==> src/rtl/q15_fir_pkg.sv <==
package q15_fir_pkg;
  localparam int unsigned SAMPLE_W = 16;

  function automatic int unsigned stored_taps(input int unsigned ntaps, input bit sym);
    return sym ? (ntaps + 1) / 2 : ntaps;
  endfunction
endpackage

==> src/rtl/q15_fir_delay.sv <==
module q15_fir_delay #(
  parameter int NTAPS     = 8,
  parameter int DW        = 16,
  parameter bit SYMMETRIC = 1'b0,
  parameter int PW        = $clog2(NTAPS)
) (
  input  logic                 clk_i,
  input  logic                 rst_ni,
  input  logic                 wr_en_i,
  input  logic [DW-1:0]        wr_data_i,
  input  logic [PW-1:0]        tap_i,
  output logic signed [DW:0]   opnd_o
);
  localparam int DEPTH = 1 << PW;
  localparam logic [PW:0]   NV   = (PW+1)'(NTAPS);
  localparam logic [PW-1:0] LAST = PW'(NTAPS - 1);

  logic [DW-1:0] mem_q [DEPTH];
  logic [PW-1:0] head_q, head_nx;

  assign head_nx = (head_q == LAST) ? '0 : head_q + 1'b1;

  // slot holding x[n-off]
  function automatic logic [PW-1:0] slot(input logic [PW-1:0] hd, input logic [PW-1:0] off);
    logic [PW:0] s;
    s = {1'b0, hd} + NV - {1'b0, off};
    if (s >= NV) s = s - NV;
    return s[PW-1:0];
  endfunction

  always_ff @(posedge clk_i or negedge rst_ni) begin
    if (!rst_ni) begin
      head_q <= '0;
      for (int i = 0; i < DEPTH; i++) mem_q[i] <= '0;
    end else if (wr_en_i) begin
      head_q          <= head_nx;
      mem_q[head_nx]  <= wr_data_i;
    end
  end

  logic [DW-1:0] rd_a;
  assign rd_a = mem_q[slot(head_q, tap_i)];

  if (SYMMETRIC) begin : g_sym
    localparam bit ODD = (NTAPS % 2) == 1;
    localparam logic [PW-1:0] MID = PW'((NTAPS - 1) / 2);
    logic [DW-1:0] rd_b;
    logic          mid;
    assign rd_b   = mem_q[slot(head_q, LAST - tap_i)];
    assign mid    = ODD && (tap_i == MID);
    assign opnd_o = mid ? $signed({rd_a[DW-1], rd_a})
                        : $signed({rd_a[DW-1], rd_a}) + $signed({rd_b[DW-1], rd_b});
  end else begin : g_plain
    assign opnd_o = $signed({rd_a[DW-1], rd_a});
  end
endmodule

==> src/rtl/q15_fir_coef.sv <==
module q15_fir_coef #(
  parameter int NCOEF = 8,
  parameter int DW    = 16,
  parameter int AW    = 3
) (
  input  logic          clk_i,
  input  logic          rst_ni,
  input  logic          we_i,
  input  logic [AW-1:0] wr_addr_i,
  input  logic [DW-1:0] wr_data_i,
  input  logic [AW-1:0] rd_addr_i,
  output logic [DW-1:0] rd_data_o
);
  localparam int DEPTH = 1 << AW;
  localparam logic [AW:0] NC = (AW+1)'(NCOEF);

  logic [DW-1:0] mem_q [DEPTH];

  always_ff @(posedge clk_i or negedge rst_ni) begin
    if (!rst_ni) begin
      for (int i = 0; i < DEPTH; i++) mem_q[i] <= '0;
    end else if (we_i && ({1'b0, wr_addr_i} < NC)) begin
      mem_q[wr_addr_i] <= wr_data_i;
    end
  end

  assign rd_data_o = mem_q[rd_addr_i];
endmodule

==> src/rtl/q15_fir_round_sat.sv <==
module q15_fir_round_sat #(
  parameter int ACC_W = 36,
  parameter int DW    = 16
) (
  input  logic signed [ACC_W-1:0] acc_i,
  output logic        [DW-1:0]    y_o
);
  localparam int FRAC = DW - 1;
  localparam logic signed [ACC_W:0] HALF = (ACC_W+1)'(1) <<< (DW - 2);
  localparam logic signed [ACC_W:0] MAXV = ((ACC_W+1)'(1) <<< FRAC) - 1;
  localparam logic signed [ACC_W:0] MINV = ~MAXV;

  logic signed [ACC_W:0] biased, shifted;

  assign biased  = (ACC_W+1)'(acc_i) + HALF;
  assign shifted = biased >>> FRAC;

  always_comb begin
    if (shifted > MAXV)      y_o = {1'b0, {(DW-1){1'b1}}};
    else if (shifted < MINV) y_o = {1'b1, {(DW-1){1'b0}}};
    else                     y_o = shifted[DW-1:0];
  end
endmodule

==> src/rtl/q15_fir.sv <==
module q15_fir #(
  parameter int NTAPS     = 8,
  parameter bit SYMMETRIC = 1'b0,
  parameter int DW        = q15_fir_pkg::SAMPLE_W,
  parameter int AW        = $clog2(NTAPS)
) (
  input  logic          clk_i,
  input  logic          rst_ni,
  input  logic          coef_we_i,
  input  logic [AW-1:0] coef_addr_i,
  input  logic [DW-1:0] coef_data_i,
  input  logic          in_valid_i,
  input  logic [DW-1:0] in_data_i,
  output logic          busy_o,
  output logic          out_valid_o,
  output logic [DW-1:0] out_data_o
);
  localparam int NCOEF  = int'(q15_fir_pkg::stored_taps(NTAPS, SYMMETRIC));
  localparam int PROD_W = 2 * DW + 1;
  localparam int ACC_W  = PROD_W + $clog2(NCOEF) + 1;
  localparam logic [AW-1:0] LAST_IDX = AW'(NCOEF - 1);

  logic                     run_q, start, last;
  logic [AW-1:0]            idx_q;
  logic signed [ACC_W-1:0]  acc_q, acc_nx;
  logic [DW-1:0]            coef;
  logic signed [DW:0]       opnd;
  logic signed [PROD_W-1:0] prod;
  logic [DW-1:0]            y_rnd;

  assign start = in_valid_i && !run_q;
  assign last  = idx_q == LAST_IDX;

  q15_fir_coef #(.NCOEF(NCOEF), .DW(DW), .AW(AW)) u_coef (
    .clk_i, .rst_ni,
    .we_i(coef_we_i), .wr_addr_i(coef_addr_i), .wr_data_i(coef_data_i),
    .rd_addr_i(idx_q), .rd_data_o(coef)
  );

  q15_fir_delay #(.NTAPS(NTAPS), .DW(DW), .SYMMETRIC(SYMMETRIC), .PW(AW)) u_delay (
    .clk_i, .rst_ni,
    .wr_en_i(start), .wr_data_i(in_data_i),
    .tap_i(idx_q), .opnd_o(opnd)
  );

  assign prod   = PROD_W'($signed(coef)) * PROD_W'(opnd);
  assign acc_nx = acc_q + ACC_W'(prod);

  q15_fir_round_sat #(.ACC_W(ACC_W), .DW(DW)) u_rnd (.acc_i(acc_nx), .y_o(y_rnd));

  always_ff @(posedge clk_i or negedge rst_ni) begin
    if (!rst_ni) begin
      run_q       <= 1'b0;
      idx_q       <= '0;
      acc_q       <= '0;
      out_valid_o <= 1'b0;
      out_data_o  <= '0;
    end else begin
      out_valid_o <= 1'b0;
      if (!run_q) begin
        if (in_valid_i) begin
          run_q <= 1'b1;
          idx_q <= '0;
          acc_q <= '0;
        end
      end else begin
        acc_q <= acc_nx;
        idx_q <= idx_q + 1'b1;
        if (last) begin
          run_q       <= 1'b0;
          out_valid_o <= 1'b1;
          out_data_o  <= y_rnd;
        end
      end
    end
  end

  assign busy_o = run_q;
endmodule

==> config.mk <==
export PLATFORM = sky130hd
export DESIGN_NAME = q15_fir
export DESIGN_NICKNAME = d
export VERILOG_FILES = /design/src/rtl/q15_fir_pkg.sv /design/src/rtl/q15_fir_delay.sv /design/src/rtl/q15_fir_coef.sv /design/src/rtl/q15_fir_round_sat.sv /design/src/rtl/q15_fir.sv
export SDC_FILE = /design/constraint.sdc
export NUM_CORES = 1
export LEC_CHECK = 0
export ABC_AREA = 1
export BUFFER_PORTS_ARGS = -buffer_cell sky130_fd_sc_hd__buf_4
export CAP_MARGIN = 10
export CORE_MARGIN = 2
export CORE_UTILIZATION = 40
export CTS_BUF_LIST = sky130_fd_sc_hd__clkbuf_4
export DETAILED_ROUTE_END_ITERATION = 6
export PLACE_DENSITY = 0.6
export SYNTH_ARGS = -nofsm -noshare
export SYNTH_HDL_FRONTEND = slang
export SYNTH_SLANG_ARGS = --single-unit
==> constraint.sdc <==
create_clock -name clk_i -period 21.8 [get_ports clk_i]
set_clock_uncertainty 0.05 [all_clocks]
set_input_delay 3.27 -clock clk_i [delete_from_list [all_inputs] [get_ports clk_i]]
set_output_delay 3.27 -clock clk_i [all_outputs]
set_load 0.02 [all_outputs]
* Word-level counts from Yosys, hierarchy flattened
Index checks and enable logic that the tools add are counted.
** Word-level totals
- Memory bits (writable) :: 0
- Register bits :: 317
- Memories kept :: 0
- Bits in latches :: 0
- Bits of input ports :: 39
- ROM bits :: 0
** Cells by class
- Multiply operators :: 1
- Div/mod/pow operators :: 0
- Bitwise logic cells :: 4
- Mux-type cells :: 25
- Shift operators :: 0
- Reduce and logical (&&, ||, !) cells :: 6
- $lt $le $gt $ge :: 9
- Equality and inequality tests :: 2
- Add/subtract/negate cells :: 7
** Operators by type and width (number)
- $bwmux 128 :: 2
- $mux 16 :: 8
- $bmux 16 s3 :: 2
- $demux 16 s3 :: 2
- $mux 37 :: 2
- $add 37x16->38 const B :: 1
- $add 37x32->37 :: 1
- $mul 16x16->32 :: 1
- $gt 23x16->1 const B :: 1
- $lt 23x16->1 const B :: 1
- $ge 4x4->1 const B :: 5
- $not 3->4 :: 4
- $mux 3 :: 4
- $lt 4x1->1 const B :: 2
- $add 3x1->3 const B :: 2
- $eq 3x3->1 const B :: 2
- $mux 1 :: 5
- $add 3x4->4 const B :: 1
- $sub 4x3->4 :: 1
- $logic_and 1x1->1 :: 3
- $sub 3x1->3 const B :: 1
- $reduce_and 2->1 :: 1
- $reduce_bool 2->1 :: 1
- $logic_not 1->1 :: 1

* Depth between registers and ports, before layout
Gate-level depths: netlist (run 1).
- Word-level depth :: 14
- Depth in mapped cells :: 52
- Gate-level depth less buffers :: 49

* By module
Synthesis (run 1) repeated with hierarchy kept, for this count alone.
** Unflattened totals
- Cell total of the unflattened synthesis :: 3837
- Area total of the unflattened synthesis :: 29127.9 µm²
** Modules (own cells, without submodules)
- q15_fir :: seq. area each 1451.4 µm², times used 1, area an instance 15208.3 µm², cells an instance 1910
- q15_fir_delay :: seq. area each 3278.1 µm², times used 1, area an instance 6756.5 µm², cells an instance 897
- q15_fir_coef :: seq. area each 3203.1 µm², times used 1, area an instance 6277.3 µm², cells an instance 867
- q15_fir_round_sat :: seq. area each 0.0 µm², times used 1, area an instance 885.8 µm², cells an instance 163

* Worst setup path before layout (run 1)
No wires, ideal clock.
- Path type :: reg2reg
- Start :: register idx_q[1]
- End :: register out_data_o[5]
- Period minus slack after synthesis :: 9.025 ns
- Required time :: 21.630 ns
- Data arrival time :: 8.855 ns
- Path buffers :: 5
- Cell stages (with the launch flop) :: 46
- Slack :: 12.775 ns
- Path through :: dfrtp_1 inv_2 clkbuf_1 clkbuf_1 fa_1 inv_1 buf_1 o21ai_0 o221ai_1 o21a_1 clkbuf_1 nand2_1 fa_1 inv_1 fa_1 inv_1 fa_1 inv_1 (+10 left out) nand2_1 nand3_2 xor2_2 ha_1 nand3_1 nor2_4 inv_2 nor2_2 nand3_1 nand2_1 nand2_1 inv_1 nand2_1 nor2_1 nand2_1 a21oi_4 buf_6 a21oi_2
** On the way
- Cells in the longest elaborated chain, start to end :: 13
- Elaborated cells on any way between the ends :: 21
- Classes of those cells :: add/sub: 4; mul: 1; order compare: 3; eq/ne: 1; mux: 9; bitwise: 2; reduce/logical: 1
** RTL lines
- start, declared :: RTL line q15_fir.sv:24 : logic [AW-1:0] idx_q;
- start signal, assigned :: RTL line q15_fir.sv:68 : idx_q <= idx_q + 1'b1;
- $sub 4x3->4 :: RTL line q15_fir_delay.sv:26 : s = {1'b0, hd} + NV - {1'b0, off};
- $ge 4x4->1 or $sub 3x1->3 (tied branches) :: RTL line q15_fir_delay.sv:27 : if (s >= NV) s = s - NV;
- $mux 3 :: RTL line q15_fir_delay.sv:27
- $not 3->4 (implied by the code) :: RTL line q15_fir_delay.sv:42 : assign rd_a = mem_q[slot(head_q, tap_i)];
- $bmux 16 s3 :: RTL line q15_fir_delay.sv:42
- $mux 16 (implied by the code) (2 in series) :: RTL line q15_fir_delay.sv:42
- $mul 16x16->32 :: RTL line q15_fir.sv:46 : assign prod = PROD_W'($signed(coef)) * PROD_W'(opnd);
- $add 37x32->37 :: RTL line q15_fir.sv:47 : assign acc_nx = acc_q + ACC_W'(prod);
- $add 37x16->38 :: RTL line q15_fir_round_sat.sv:15 : assign biased = (ACC_W+1)'(acc_i) + HALF;
- $lt 23x16->1 :: RTL line q15_fir_round_sat.sv:20 : else if (shifted < MINV) y_o = {1'b1, {(DW-1){1'b0}}};
- $mux 16 :: RTL line q15_fir_round_sat.sv:20
- $mux 16 :: RTL line q15_fir_round_sat.sv:19 : if (shifted > MAXV) y_o = {1'b0, {(DW-1){1'b1}}};
- end signal, assigned :: RTL line q15_fir.sv:72 : out_data_o <= y_rnd;
- end, declared :: RTL line q15_fir.sv:16 : output logic [DW-1:0] out_data_o
Parallel ways exist; a longest one is shown, timed or not. The select of a mux whose other input is x is not followed.
A chain may end at the register's enable or synchronous reset.

* Final worst setup path (run 1)
- Start :: register u_delay.head_q[0]
- End :: register out_data_o[2]
** On the way
- Cells in the longest elaborated chain, start to end :: 14
- Elaborated cells on any way between the ends :: 16
- Classes of those cells :: add/sub: 5; mul: 1; order compare: 3; mux: 6; bitwise: 1
** RTL lines
- start, declared :: RTL line q15_fir_delay.sv:19 : logic [PW-1:0] head_q, head_nx;
- start signal, assigned :: RTL line q15_fir_delay.sv:36 : head_q <= head_nx;
- $add 3x4->4 (*) :: RTL line q15_fir_delay.sv:26
- $sub 4x3->4 (*) :: RTL line q15_fir_delay.sv:26
- $ge 4x4->1 or $sub 3x1->3 (tied branches) :: RTL line q15_fir_delay.sv:27
- $mux 3 (*) :: RTL line q15_fir_delay.sv:27
- $not 3->4 (implied by the code) (*) :: RTL line q15_fir_delay.sv:42
- $bmux 16 s3 (*) :: RTL line q15_fir_delay.sv:42
- $mux 16 (implied by the code) (*) (2 in series) :: RTL line q15_fir_delay.sv:42
- $mul 16x16->32 (*) :: RTL line q15_fir.sv:46
- $add 37x32->37 (*) :: RTL line q15_fir.sv:47
- $add 37x16->38 (*) :: RTL line q15_fir_round_sat.sv:15
- $lt 23x16->1 :: RTL line q15_fir_round_sat.sv:20
- $mux 16 :: RTL line q15_fir_round_sat.sv:20
- $mux 16 (*) :: RTL line q15_fir_round_sat.sv:19
Mark *: on every way between the ends. The rest lies on a longest branch, timed or not. The select of a mux whose other input is x is not followed.

==> results of run 1 <==
[area by class of cell]
cell class	count	area [sq um]	area share, %
diodes	2	5.00	0.0169
multi-input cells	2383	16700	56.2
inverters	610	2290	7.73
clock buffers	120	901	3.04
clock inverters	27	155	0.524
flip-flops and latches	317	7930	26.8
repair buffers	76	591	1.99
well taps	873	1090	3.69
[worst paths after layout]
kind	from	endpoint	slack (ns)	depth (start not counted)
min in group asynchronous	rst_ni	u_delay.mem_q[0]	2.42	1
setup reg to reg	u_delay.head_q[0]	out_data_o[2]	10.82	44
setup / recovery	u_delay.head_q[0]	out_data_o[2]	10.82	44
hold reg to reg	u_delay.mem_q[100]	u_delay.mem_q[100]	0.43	2
hold / removal	u_delay.mem_q[100]	u_delay.mem_q[100]	0.43	2
max in group asynchronous	rst_ni	acc_q[33]	17.84	2
[per-stage QoR]
stage | instances | setup WS, ns
floorplan | 3426 | 12.77
global placement | 4259 | 10.88
detailed placement | 4259 | 10.76
CTS | 4406 | 10.83
global route | 4408 | 9.86
finish | 4408 | 10.82
[cell usage in the layout, fill, tap and decap left out, types with 2 or more instances in the layout]
| master | count |
|---|---|
| sky130_fd_sc_hd__nor2_1 | 256 |
| sky130_fd_sc_hd__clkinv_8 | 2 |
| sky130_fd_sc_hd__o21ai_0 | 351 |
| sky130_fd_sc_hd__diode_2 | 2 |
| sky130_fd_sc_hd__nand4_1 | 22 |
| sky130_fd_sc_hd__xnor2_1 | 12 |
| sky130_fd_sc_hd__nand2_1 | 1000 |
| sky130_fd_sc_hd__and2_1 | 6 |
| sky130_fd_sc_hd__nand3b_1 | 8 |
| sky130_fd_sc_hd__a22o_1 | 5 |
| sky130_fd_sc_hd__o22ai_1 | 2 |
| sky130_fd_sc_hd__nor3_1 | 5 |
| sky130_fd_sc_hd__a21oi_2 | 10 |
| sky130_fd_sc_hd__clkbuf_4 | 120 |
| sky130_fd_sc_hd__clkinv_4 | 2 |
| sky130_fd_sc_hd__clkinv_2 | 3 |
| sky130_fd_sc_hd__a21oi_1 | 79 |
| sky130_fd_sc_hd__o21bai_1 | 2 |
| sky130_fd_sc_hd__a21o_1 | 2 |
| sky130_fd_sc_hd__inv_1 | 582 |
| sky130_fd_sc_hd__dfrtp_1 | 316 |
| sky130_fd_sc_hd__inv_6 | 3 |
| sky130_fd_sc_hd__nor2_2 | 17 |
| sky130_fd_sc_hd__a32o_1 | 26 |
| sky130_fd_sc_hd__xor2_2 | 3 |
| sky130_fd_sc_hd__ha_1 | 114 |
| sky130_fd_sc_hd__nor2_4 | 2 |
| sky130_fd_sc_hd__mux2_2 | 16 |
| sky130_fd_sc_hd__buf_4 | 74 |
| sky130_fd_sc_hd__nor3_2 | 3 |
| sky130_fd_sc_hd__clkinv_1 | 32 |
| sky130_fd_sc_hd__nand2_2 | 23 |
| sky130_fd_sc_hd__inv_2 | 13 |
| sky130_fd_sc_hd__nand3_2 | 3 |
| sky130_fd_sc_hd__nand3_1 | 72 |
| sky130_fd_sc_hd__xor2_1 | 11 |
| sky130_fd_sc_hd__fa_1 | 319 |
[metal layers]
layer / GRT usage (%) / routed length, um / vias up
met4: 8.96 / 2640 / 4
met1: 28.9 / 32100 / 10553
met3: 4.82 / 5380 / 148
li1: - / - / 10616
met2: 35.2 / 33700 / 598
met5: 0 / 27 / -
[registers in the layout (all words and copies together), names as in the netlist]
register        count
u_coef.mem_q      128
acc_q              37
out_valid_o         1
u_delay.head_q      3
out_data_o         16
busy_o              1
u_delay.mem_q     128
idx_q               3
[critical path: cells and delay by family (launching register included)]
| kind | cells | cell delay, ns |
|---|---|---|
| compound gates | 5 | 1.03 |
| xor+xnor | 1 | 0.29 |
| flops | 1 | 0.40 |
| simple gates | 16 | 2.56 |
| buf+inv | 12 | 1.80 |
| fa+ha+maj | 10 | 4.73 |
[kinds of logic (layout without fill, tap and decap cells)]
kind of cell    count (synthesis)  count (layout)  share of synthesized area (%)
simple gates                 1421            1421                           20.9
buf+inv                       726             833                           10.1
compound gates                484             484                           9.70
fa+ha+maj                     434             434                           28.6
flops                         317             317                           29.0
xor+xnor                       27              27                          0.948
mux                            17              17                          0.696
other cells                     0               2                              0
==> Implementation_results.wiki, run 1 <==
{| class="wikitable"
! Metric !! Value
|-
| Ys flop type || sky130_fd_sc_hd__dfrtp_1
|-
| Number of buffers inserted by port buffering || 56
|-
| Post-route cell area || 29600 sq um
|-
| Die area || 70400 sq um
|-
| Worst hold-check path type || register to register
|-
| Worst hold slack after final layout || 0.429 ns
|-
| Highest clock frequency the design can meet || 91.1 MHz
|-
| Initial Utilization || 40.5%
|-
| Detail Placement HPWL || 54.8 mm
|-
| Root buf cell || sky130_fd_sc_hd__clkbuf_4
|-
| Number of vias after detailed routing || 21919
|-
| Violation count after the first detailed-route iteration || 1532
|-
| Critical Path End Type || register
|-
| Global-route usage over all layers || 22.0%
|-
| Area added between synthesis and finish || 8.43%
|-
| Final setup violation count || 0
|-
| Core area || 67400 sq um
|-
| Worst max-slew margin expressed relative to the limit || 20.4%
|-
| H-tree depth || 3
|-
| Clock sinks || 317
|-
| Buffer depth of the longest clock path || 3
|-
| CP Max Fanout || 36
|-
| Per-cell routed wire length || 16.7 um
|-
| Accumulated negative setup slack || 0 ns
|-
| Number of library cell types mapped by synthesis || 49
|-
| Cell Area, Placed || 28600 sq um
|-
| Post-CTS Setup Bufs || 0
|-
| Remaining routing DRC violations || 0
|-
| Aggregate routed wire length || 73.8 mm
|-
| Placement row count || 95
|-
| Type of the worst setup path || register to register
|-
| Period utilisation layout || 50.4%
|-
| EDFF count, synth || 0
|-
| Synthesized Nets || 3899
|-
| Maximum number of pins on one net before global-route repair || 161
|-
| Maximum capacitance violations || 0
|-
| Share of final-layout standard cells stronger than drive strength 1 || 8.60%
|-
| Clock-pin slew on the worst setup and hold paths || 0.06 ns
|-
| Post-synthesis sequential element count || 317
|-
| IO Pins || 57
|-
| CP peak stage delay || 1.04 ns
|-
| Proportion of synthesized flip-flops having asynchronous set or reset || 100%
|-
| Fraction of the core area covered by cells at the end of the flow || 44.0%
|-
| CTS-repair resized insts || 0
|-
| Drt first pass iters || 7
|-
| Final Slew Violations || 0
|-
| Remaining antenna violation count || 0
|-
| Final hold viol count || 0
|-
| Gpl congestion || 0.986
|-
| Max stage delay cell, worst path || sky130_fd_sc_hd__fa_1
|-
| Synth Instances || 3426
|-
| First-pass GRT wire length || 122 mm
|-
| Most frequent cells after synthesis || sky130_fd_sc_hd__nand2_1 (1000), sky130_fd_sc_hd__inv_1 (582), sky130_fd_sc_hd__o21ai_0 (351)
|-
| Filler cell count in the final layout || 6874
|-
| Antenna violations before repair || 3
|-
| Global route total overflow || 0
|-
| Horizontal die dimension || 265 um
|-
| Vias in the first global route || 22732
|-
| Worst setup SP type || register
|-
| Worst EP arrival || 11.67 ns
|-
| RSZ-0062 raised after global routing || no
|-
| Post-synth design cell area || 27300 sq um
|-
| Latest clock arrival within the worst-skew pair || 0.89 ns
|-
| Post-Synthesis Mean Instance Area || 7.97 sq um
|-
| Per-cell via count in the routed design || 4.97
|-
| Cell type contributing the most total cell area after synthesis || sky130_fd_sc_hd__dfrtp_1
|-
| Most common cell in the netlist || sky130_fd_sc_hd__nand2_1
|-
| Number of hold buffers added after CTS || 0
|-
| Total CTS buffers || 89
|-
| Final critical path time including I/O delays and setup || 10.98 ns
|-
| Sequential-to-total area share from yosys stat || 29.0%
|-
| Nets@finish || 3950
|-
| Run status || finished clean
|-
| Synth area leaders || sky130_fd_sc_hd__dfrtp_1 (29%), sky130_fd_sc_hd__fa_1 (23%), sky130_fd_sc_hd__nand2_1 (14%)
|-
| Warnings from Yosys || 0
|-
| Top cell type's share of synthesized area || 29.0%
|-
| Clock tree from TritonCTS || yes
|-
| Die span in y || 265 um
|-
| Tightest Pin Transition || 1.19 ns
|-
| Worst endpoint required time || 22.49 ns
|}
Power of run 1 is not shown: default switching activity piles up to over one toggle a cycle in this logic, so the estimate is an artifact.
==> run 2, diff against run 1 <==
--- a/config.mk
+++ b/config.mk
@@ -12,7 +12,7 @@
 export CORE_UTILIZATION = 40
 export CTS_BUF_LIST = sky130_fd_sc_hd__clkbuf_4
 export DETAILED_ROUTE_END_ITERATION = 6
-export PLACE_DENSITY = 0.6
+export PLACE_DENSITY = 0.62
 export SYNTH_ARGS = -nofsm -noshare
 export SYNTH_HDL_FRONTEND = slang
 export SYNTH_SLANG_ARGS = --single-unit
==> constraint.sdc (replaced) <==
create_clock -name clk_i -period 8.9 [get_ports clk_i]
set_clock_uncertainty 0.05 [all_clocks]
set_input_delay 1.335 -clock clk_i [delete_from_list [all_inputs] [get_ports clk_i]]
set_output_delay 1.335 -clock clk_i [all_outputs]
set_load 0.02 [all_outputs]
==> Implementation_results.wiki, run 2 (synthesis gave the netlist of run 1 again) <==
{| class="wikitable"
! Metric !! Value
|-
| Type of the worst setup path || register to register
|-
| Maximum number of pins on one net before global-route repair || 162 (+0.62%)
|-
| Accumulated negative setup slack || 0 ns (unchanged)
|-
| Aggregate routed wire length || 75.4 mm (+2.2%)
|-
| Global route total overflow || 0 (unchanged)
|-
| Critical Path End Type || register
|-
| Number of standard cells in the final layout excluding fillers || 4579 (+3.9%)
|-
| Antenna violations before repair || 1 (-2)
|-
| Worst setup SP type || register
|-
| Maximum capacitance violations || 0 (unchanged)
|-
| Latest clock arrival within the worst-skew pair || 0.87 ns (-0.02 ns)
|-
| Tightest Pin Transition || 1.19 ns (-0.00530 ns)
|-
| Max stage delay cell, worst path || sky130_fd_sc_hd__fa_2
|-
| Clock sinks || 317 (unchanged)
|-
| Initial Utilization || 40.5% (unchanged)
|-
| Worst EP arrival || 9.20 ns (-2.47 ns)
|-
| Root buf cell || sky130_fd_sc_hd__clkbuf_4
|-
| Period utilisation layout || 95.6% (+45 points)
|-
| Global-route usage over all layers || 22.1% (+0.14 points)
|-
| Clock tree from TritonCTS || yes
|-
| Total CTS buffers || 91 (+2.2%)
|-
| Clock-pin slew on the worst setup and hold paths || 0.07 ns (about the same)
|-
| Cell type with the highest occurrence count on the critical path || sky130_fd_sc_hd__nand2_1
|-
| Detail Placement HPWL || 56.2 mm (+2.6%)
|-
| Per-cell routed wire length || 16.5 um (-1.7%)
|-
| Commonest cells after routing, fill and taps aside || sky130_fd_sc_hd__nand2_1 (955), sky130_fd_sc_hd__inv_1 (564), sky130_fd_sc_hd__o21ai_0 (348)
|-
| Final hold viol count || 0 (unchanged)
|-
| Horizontal die dimension || 265 um (unchanged)
|-
| Post-route cell area || 31800 sq um (+7.5%)
|-
| IO Pins || 57 (unchanged)
|-
| Family of cells with the greatest summed delay on the critical path || adder cells
|-
| Worst max-slew margin expressed relative to the limit || 20.7% (+0.35 points)
|-
| CP peak stage delay || 0.67 ns (-0.37 ns)
|-
| Buffer depth of the longest clock path || 3 (unchanged)
|-
| Filler cell count in the final layout || 6640 (-3.4%)
|-
| Gpl congestion || 0.932 (-5.5%)
|-
| Reg-to-reg startpoint || u_delay.head_q[0]
|-
| Placement row count || 95 (unchanged)
|-
| FF-to-FF setup slack || 0.39 ns (-10.43 ns)
|-
| Die area || 70400 sq um (unchanged)
|-
| Share of final-layout standard cells stronger than drive strength 1 || 17.1% (+8.5 points)
|-
| Highest clock frequency the design can meet || 118 MHz (+29%)
|-
| Area added between synthesis and finish || 16.5%
|-
| Most frequent standard cell in the layout excluding fill and tap cells || sky130_fd_sc_hd__nand2_1
|-
| Worst endpoint required time || 9.60 ns (-12.89 ns)
|-
| Vias in the first global route || 22637 (-0.42%)
|-
| First-pass GRT wire length || 123 mm (+0.32%)
|-
| Number of hold buffers added after CTS || 0 (unchanged)
|-
| Violation count after the first detailed-route iteration || 1786 (+17%)
|-
| Depth of the critical timing path with buffers and inverters included || 40 (-9.1%)
|-
| Final critical path time including I/O delays and setup || 8.51 ns (-2.47 ns)
|-
| Remaining routing DRC violations || 0 (unchanged)
|-
| Top flop regs || u_coef.mem_q: 128 flops, u_delay.mem_q: 128 flops, acc_q: 37 flops
|-
| Per-cell via count in the routed design || 4.91 (-1.3%)
|-
| Worst-case reg-to-reg path depth || 40 (-9.1%)
|-
| H-tree depth || 3 (unchanged)
|-
| Placed instance count || 4383 (+2.9%)
|-
| Nets@finish || 4106 (+3.9%)
|-
| Final Slew Violations || 0 (unchanged)
|-
| Worst path buffer plus inverter count || 11 (-1)
|-
| Core area || 67400 sq um (unchanged)
|-
| Worst hold-check path type || input pin to asynchronous set/reset pin
|-
| Number of buffers inserted by port buffering || 56 (unchanged)
|-
| Remaining antenna violation count || 0 (unchanged)
|-
| Die span in y || 265 um (unchanged)
|-
| CP Max Fanout || 10 (-72%)
|-
| Reg2reg end || out_data_o[14]
|-
| Run status || finished clean
|-
| Final setup violation count || 0 (unchanged)
|-
| Drt first pass iters || 7 (unchanged)
|-
| Number of vias after detailed routing || 22470 (+2.5%)
|-
| Cell Area, Placed || 29500 sq um (+3.5%)
|}
## run 2: worst max-delay path by stage
stage / startpoint / end / slack, ns
floorplan: idx_q[1] / out_data_o[5] / 0.04
global placement: idx_q[0] / out_data_o[0] / -0.24
detailed placement: u_delay.head_q[0] / out_data_o[4] / -0.28
CTS: u_delay.head_q[0] / out_data_o[4] / 0.009
global route: u_delay.head_q[0] / out_data_o[10] / -0.07
finish: u_delay.head_q[0] / out_data_o[14] / 0.39
## run 2: per-stage QoR
step                util [%]  hold WS, ns  setup WS, ns
floorplan                  -        0.398        0.0429
finish                  47.2        0.426         0.394
global placement        43.8        0.411        -0.240
CTS                     45.6        0.373       0.00934
global route            47.2        0.406       -0.0697
detailed placement      43.8        0.418        -0.279
## run 2: worst reg2reg max path, delay by kind of cell, from the launching register on
family	cells	cell delay, ns
flops	1	0.41
simple gates	17	2.15
compound gates	3	0.51
fa+ha+maj	9	4.12
buf+inv	11	1.14
## run 2: routing by layer
layer	vias to the layer above	GRT usage, %	share of wire, %
li1	10955	-	-
met4	0	8.38	3.5
met2	572	35.3	46
met5	-	0	0
met1	10798	30.2	44
met3	145	3.68	6.1
## run 2: timing repair
action | in CTS | in global routing
gates resized for setup | 8 | 225
pin swaps | 0 | 37
buffers inserted | 0 | 28
setup endpoints to repair | 15 | 16
cloned | 0 | 2
## run 2: final cells by class
| type | count | area, sq um | area share (%) |
|---|---|---|---|
| flip-flops and latches | 317 | 7930 | 24.9 |
| well taps | 873 | 1090 | 3.43 |
| clock buffers | 138 | 1040 | 3.25 |
| multi-input cells | 2383 | 17400 | 54.6 |
| diodes | 1 | 2.50 | 0.00786 |
| repair buffers | 230 | 1940 | 6.10 |
| inverters | 610 | 2320 | 7.28 |
| clock inverters | 27 | 143 | 0.448 |
Power of run 2 is left out for the same reason.
==> run 3, diff against run 2 <==
--- a/config.mk
+++ b/config.mk
@@ -5,7 +5,7 @@
 export SDC_FILE = /design/constraint.sdc
 export NUM_CORES = 1
 export LEC_CHECK = 0
-export ABC_AREA = 1
+export ABC_AREA = 0
 export BUFFER_PORTS_ARGS = -buffer_cell sky130_fd_sc_hd__buf_4
 export CAP_MARGIN = 10
 export CORE_MARGIN = 2
==> Implementation_results.wiki, run 3 <==
{| class="wikitable"
! Metric !! Value
|-
| Synth area leaders || sky130_fd_sc_hd__dfrtp_1 (30%), sky130_fd_sc_hd__fa_1 (24%), sky130_fd_sc_hd__mux2_2 (12%)
|-
| Drt first pass iters || 7 (unchanged)
|-
| Post-Synthesis Mean Instance Area || 11.4 sq um (+43%)
|-
| Detail Placement HPWL || 53.0 mm (-5.6%)
|-
| Worst EP arrival || 9.65 ns (+0.45 ns)
|-
| Per-cell routed wire length || 19.8 um (+20%)
|-
| Die area || 69000 sq um (-2.0%)
|-
| Area added between synthesis and finish || 20.0%
|-
| Remaining routing DRC violations || 0 (unchanged)
|-
| Cell type contributing the most total cell area after synthesis || sky130_fd_sc_hd__dfrtp_1
|-
| Register area || 7930 sq um (unchanged)
|-
| Sequential-to-total area share from yosys stat || 29.6% (+0.60 points)
|-
| Global route total overflow || 0 (unchanged)
|-
| Worst hold-check path type || register to register
|-
| Gpl congestion || 0.888 (-4.7%)
|-
| CP peak stage delay || 0.64 ns (-0.03 ns)
|-
| Post-synthesis sequential element count || 317 (unchanged)
|-
| Antenna violations before repair || 3 (+2)
|-
| Top flop regs || u_coef.mem_q: 128 flops, u_delay.mem_q: 128 flops, acc_q: 37 flops
|-
| Die span in y || 263 um (-1.0%)
|-
| Maximum capacitance violations || 0 (unchanged)
|-
| Worst setup SP type || register
|-
| Period utilisation layout || 101% (+5.4 points)
|-
| Cell type with the highest occurrence count on the critical path || sky130_fd_sc_hd__fa_1
|-
| Filler cell count in the final layout || 5915 (-11%)
|-
| Worst endpoint required time || 9.56 ns (-0.04 ns)
|-
| Synthesized Nets || 2813 (-28%)
|-
| Worst hold slack after final layout || 0.451 ns (+0.0253 ns)
|-
| EDFF count, synth || 0 (unchanged)
|-
| Warnings from Yosys || 0 (unchanged)
|-
| Placement row count || 94 (-1.1%)
|-
| Number of vias after detailed routing || 18845 (-16%)
|-
| Number of library cell types mapped by synthesis || 86 (+76%)
|-
| Maximum number of pins on one net before global-route repair || 168 (+3.7%)
|-
| Nets@finish || 3101 (-24%)
|-
| Placed instance count || 3346 (-24%)
|-
| Number of standard cells in the final layout excluding fillers || 3553 (-22%)
|-
| Tightest Pin Transition || 1.11 ns (-0.0809 ns)
|-
| Latest clock arrival within the worst-skew pair || 0.84 ns (-0.03 ns)
|-
| Aggregate routed wire length || 70.3 mm (-6.8%)
|-
| First-pass GRT wire length || 113 mm (-8.2%)
|-
| Worst max-slew margin expressed relative to the limit || 26.1% (+5.4 points)
|-
| Proportion of synthesized flip-flops having asynchronous set or reset || 100% (unchanged)
|-
| Final critical path time including I/O delays and setup || 8.99 ns (+0.485 ns)
|-
| Final setup violation count || 15 (+15)
|-
| H-tree depth || 3 (unchanged)
|-
| Clock tree from TritonCTS || yes
|-
| Buffer depth of the longest clock path || 3 (unchanged)
|-
| Share of final-layout standard cells stronger than drive strength 1 || 36.3% (+19 points)
|-
| PnR worst setup slack || -0.0902 ns (-0.485 ns)
|-
| Clock sinks || 317 (unchanged)
|-
| Commonest cells after routing, fill and taps aside || sky130_fd_sc_hd__inv_1 (320), sky130_fd_sc_hd__dfrtp_1 (316), sky130_fd_sc_hd__fa_1 (310)
|-
| Horizontal die dimension || 263 um (-1.0%)
|-
| Synth Instances || 2340 (-32%)
|-
| Top cell type's share of synthesized area || 29.6% (+0.60 points)
|-
| Highest clock frequency the design can meet || 111 MHz (-5.4%)
|-
| Final hold viol count || 0 (unchanged)
|-
| Total area of multi-input combinational cells || 18200 sq um (+4.5%)
|-
| Most frequent cells after synthesis || sky130_fd_sc_hd__inv_1 (338), sky130_fd_sc_hd__fa_1 (319), sky130_fd_sc_hd__dfrtp_1 (317)
|-
| Worst slack, placed || -0.131 ns (+0.149 ns)
|-
| Total CTS buffers || 91 (unchanged)
|-
| Most frequent standard cell in the layout excluding fill and tap cells || sky130_fd_sc_hd__inv_1
|-
| RSZ-0062 raised after global routing || yes
|-
| Per-cell via count in the routed design || 5.30 (+8.1%)
|-
| CP Max Fanout || 8 (-2)
|-
| Max stage delay cell, worst path || sky130_fd_sc_hd__fa_2
|-
| Vias in the first global route || 20656 (-8.8%)
|-
| Remaining antenna violation count || 0 (unchanged)
|-
| Initial Utilization || 40.6% (about the same)
|-
| Run status || finished with violations
|-
| Number of buffers inserted by port buffering || 56 (unchanged)
|-
| Most common cell in the netlist || sky130_fd_sc_hd__inv_1
|-
| Post-synth design cell area || 26800 sq um (-2.0%)
|-
| Ys flop type || sky130_fd_sc_hd__dfrtp_1
|-
| Clock-pin slew on the worst setup and hold paths || 0.07 ns (about the same)
|-
| Violated checks || setup timing
|-
| Root buf cell || sky130_fd_sc_hd__clkbuf_4
|-
| Global-route usage over all layers || 20.8% (-1.4 points)
|-
| Type of the worst setup path || register to register
|-
| IO Pins || 57 (unchanged)
|-
| Core area || 66000 sq um (-2.1%)
|-
| Final Slew Violations || 0 (unchanged)
|-
| Critical Path End Type || register
|-
| Violation count after the first detailed-route iteration || 1204 (-33%)
|}
[run 3: changes by cell type in the layout (fill, tap and decap cells not counted), moves of 40 or more]
cell,change
sky130_fd_sc_hd__nand2_1,-761
sky130_fd_sc_hd__nor2_1,-57
sky130_fd_sc_hd__nand3_1,-53
sky130_fd_sc_hd__mux4_2,+64
sky130_fd_sc_hd__mux2_2,+257
sky130_fd_sc_hd__a21oi_1,-47
sky130_fd_sc_hd__nand2_2,-40
sky130_fd_sc_hd__inv_1,-244
sky130_fd_sc_hd__o21ai_0,-314
[run 3: final timing paths]
check	from	depth (start not counted)	end	slack, ns
worst max register to register	u_delay.head_q[0]	34	out_data_o[12]	-0.09
worst max-delay path	u_delay.head_q[0]	34	out_data_o[12]	-0.09
worst min register to register	u_delay.mem_q[52]	1	u_delay.mem_q[52]	0.45
worst min-delay path	u_delay.mem_q[52]	1	u_delay.mem_q[52]	0.45
max in group asynchronous	rst_ni	2	u_delay.mem_q[110]	6.88
min in group asynchronous	rst_ni	1	u_coef.mem_q[33]	0.46
[run 3: worst max-delay path: cells and delay by family (launching register included)]
kind,cells,cell delay (ns)
and+or+nand+nor,7,1.30
muxes,3,0.94
DFF,1,0.39
buffers and inverters,9,0.92
xor gates and xnor gates,2,0.55
adders and majority gates,9,3.93
AOI/OAI and AO/OA,4,0.74
[run 3: cell families after synthesis]
logic type               synth area share [%]
multiplexers                             18.5
buffers and inverters                    6.19
flip-flops                               29.6
AO/OA/AOI/OAI                            6.14
AND/OR/NAND/NOR                          8.64
XOR/XNOR                                 1.64
adder cells (fa/ha/maj)                  29.2
[run 3: final cells by class]
class                      count  share of cell area [%]
antenna                        3                  0.0234
clock buffer                 133                    3.11
clock inverter                18                   0.347
inverter                     338                    3.96
multi-input combinational   1591                    56.6
sequential                   317                    24.7
tap                          864                    3.37
timing repair buffer         289                    7.93
[run 3: metrics by stage]
step | area [sq um] | utilization (%) | setup TNS (ns)
after floorplan | 27100 | - | 0
after global placement | 29700 | 45.0 | -2.16
after detailed placement | 29700 | 45.0 | -1.58
after CTS | 31000 | 47.0 | 0
after global routing | 32100 | 48.7 | -4.52
final | 32100 | 48.7 | -0.900
[run 3: repair_timing]
| item | 4_1_cts | 5_1_grt |
|---|---|---|
| hold buffers | 0 | 0 |
| cloned | 0 | 4 |
| resized for setup | 31 | 157 |
| endpoints found under the setup margin | 15 | 16 |
| pin swaps | 8 | 49 |
| buffers inserted | 7 | 42 |
[run 3: routing by layer]
metal / up-vias / global-route usage [%] / part of all wire [%]
li1: 8400 / - / -
met1: 9870 / 27.4 / 43
met2: 470 / 34.9 / 49
met3: 105 / 3.84 / 5.3
met4: 0 / 6.17 / 2.1
met5: - / 0 / 0
Power of run 3 is left out for the same reason.
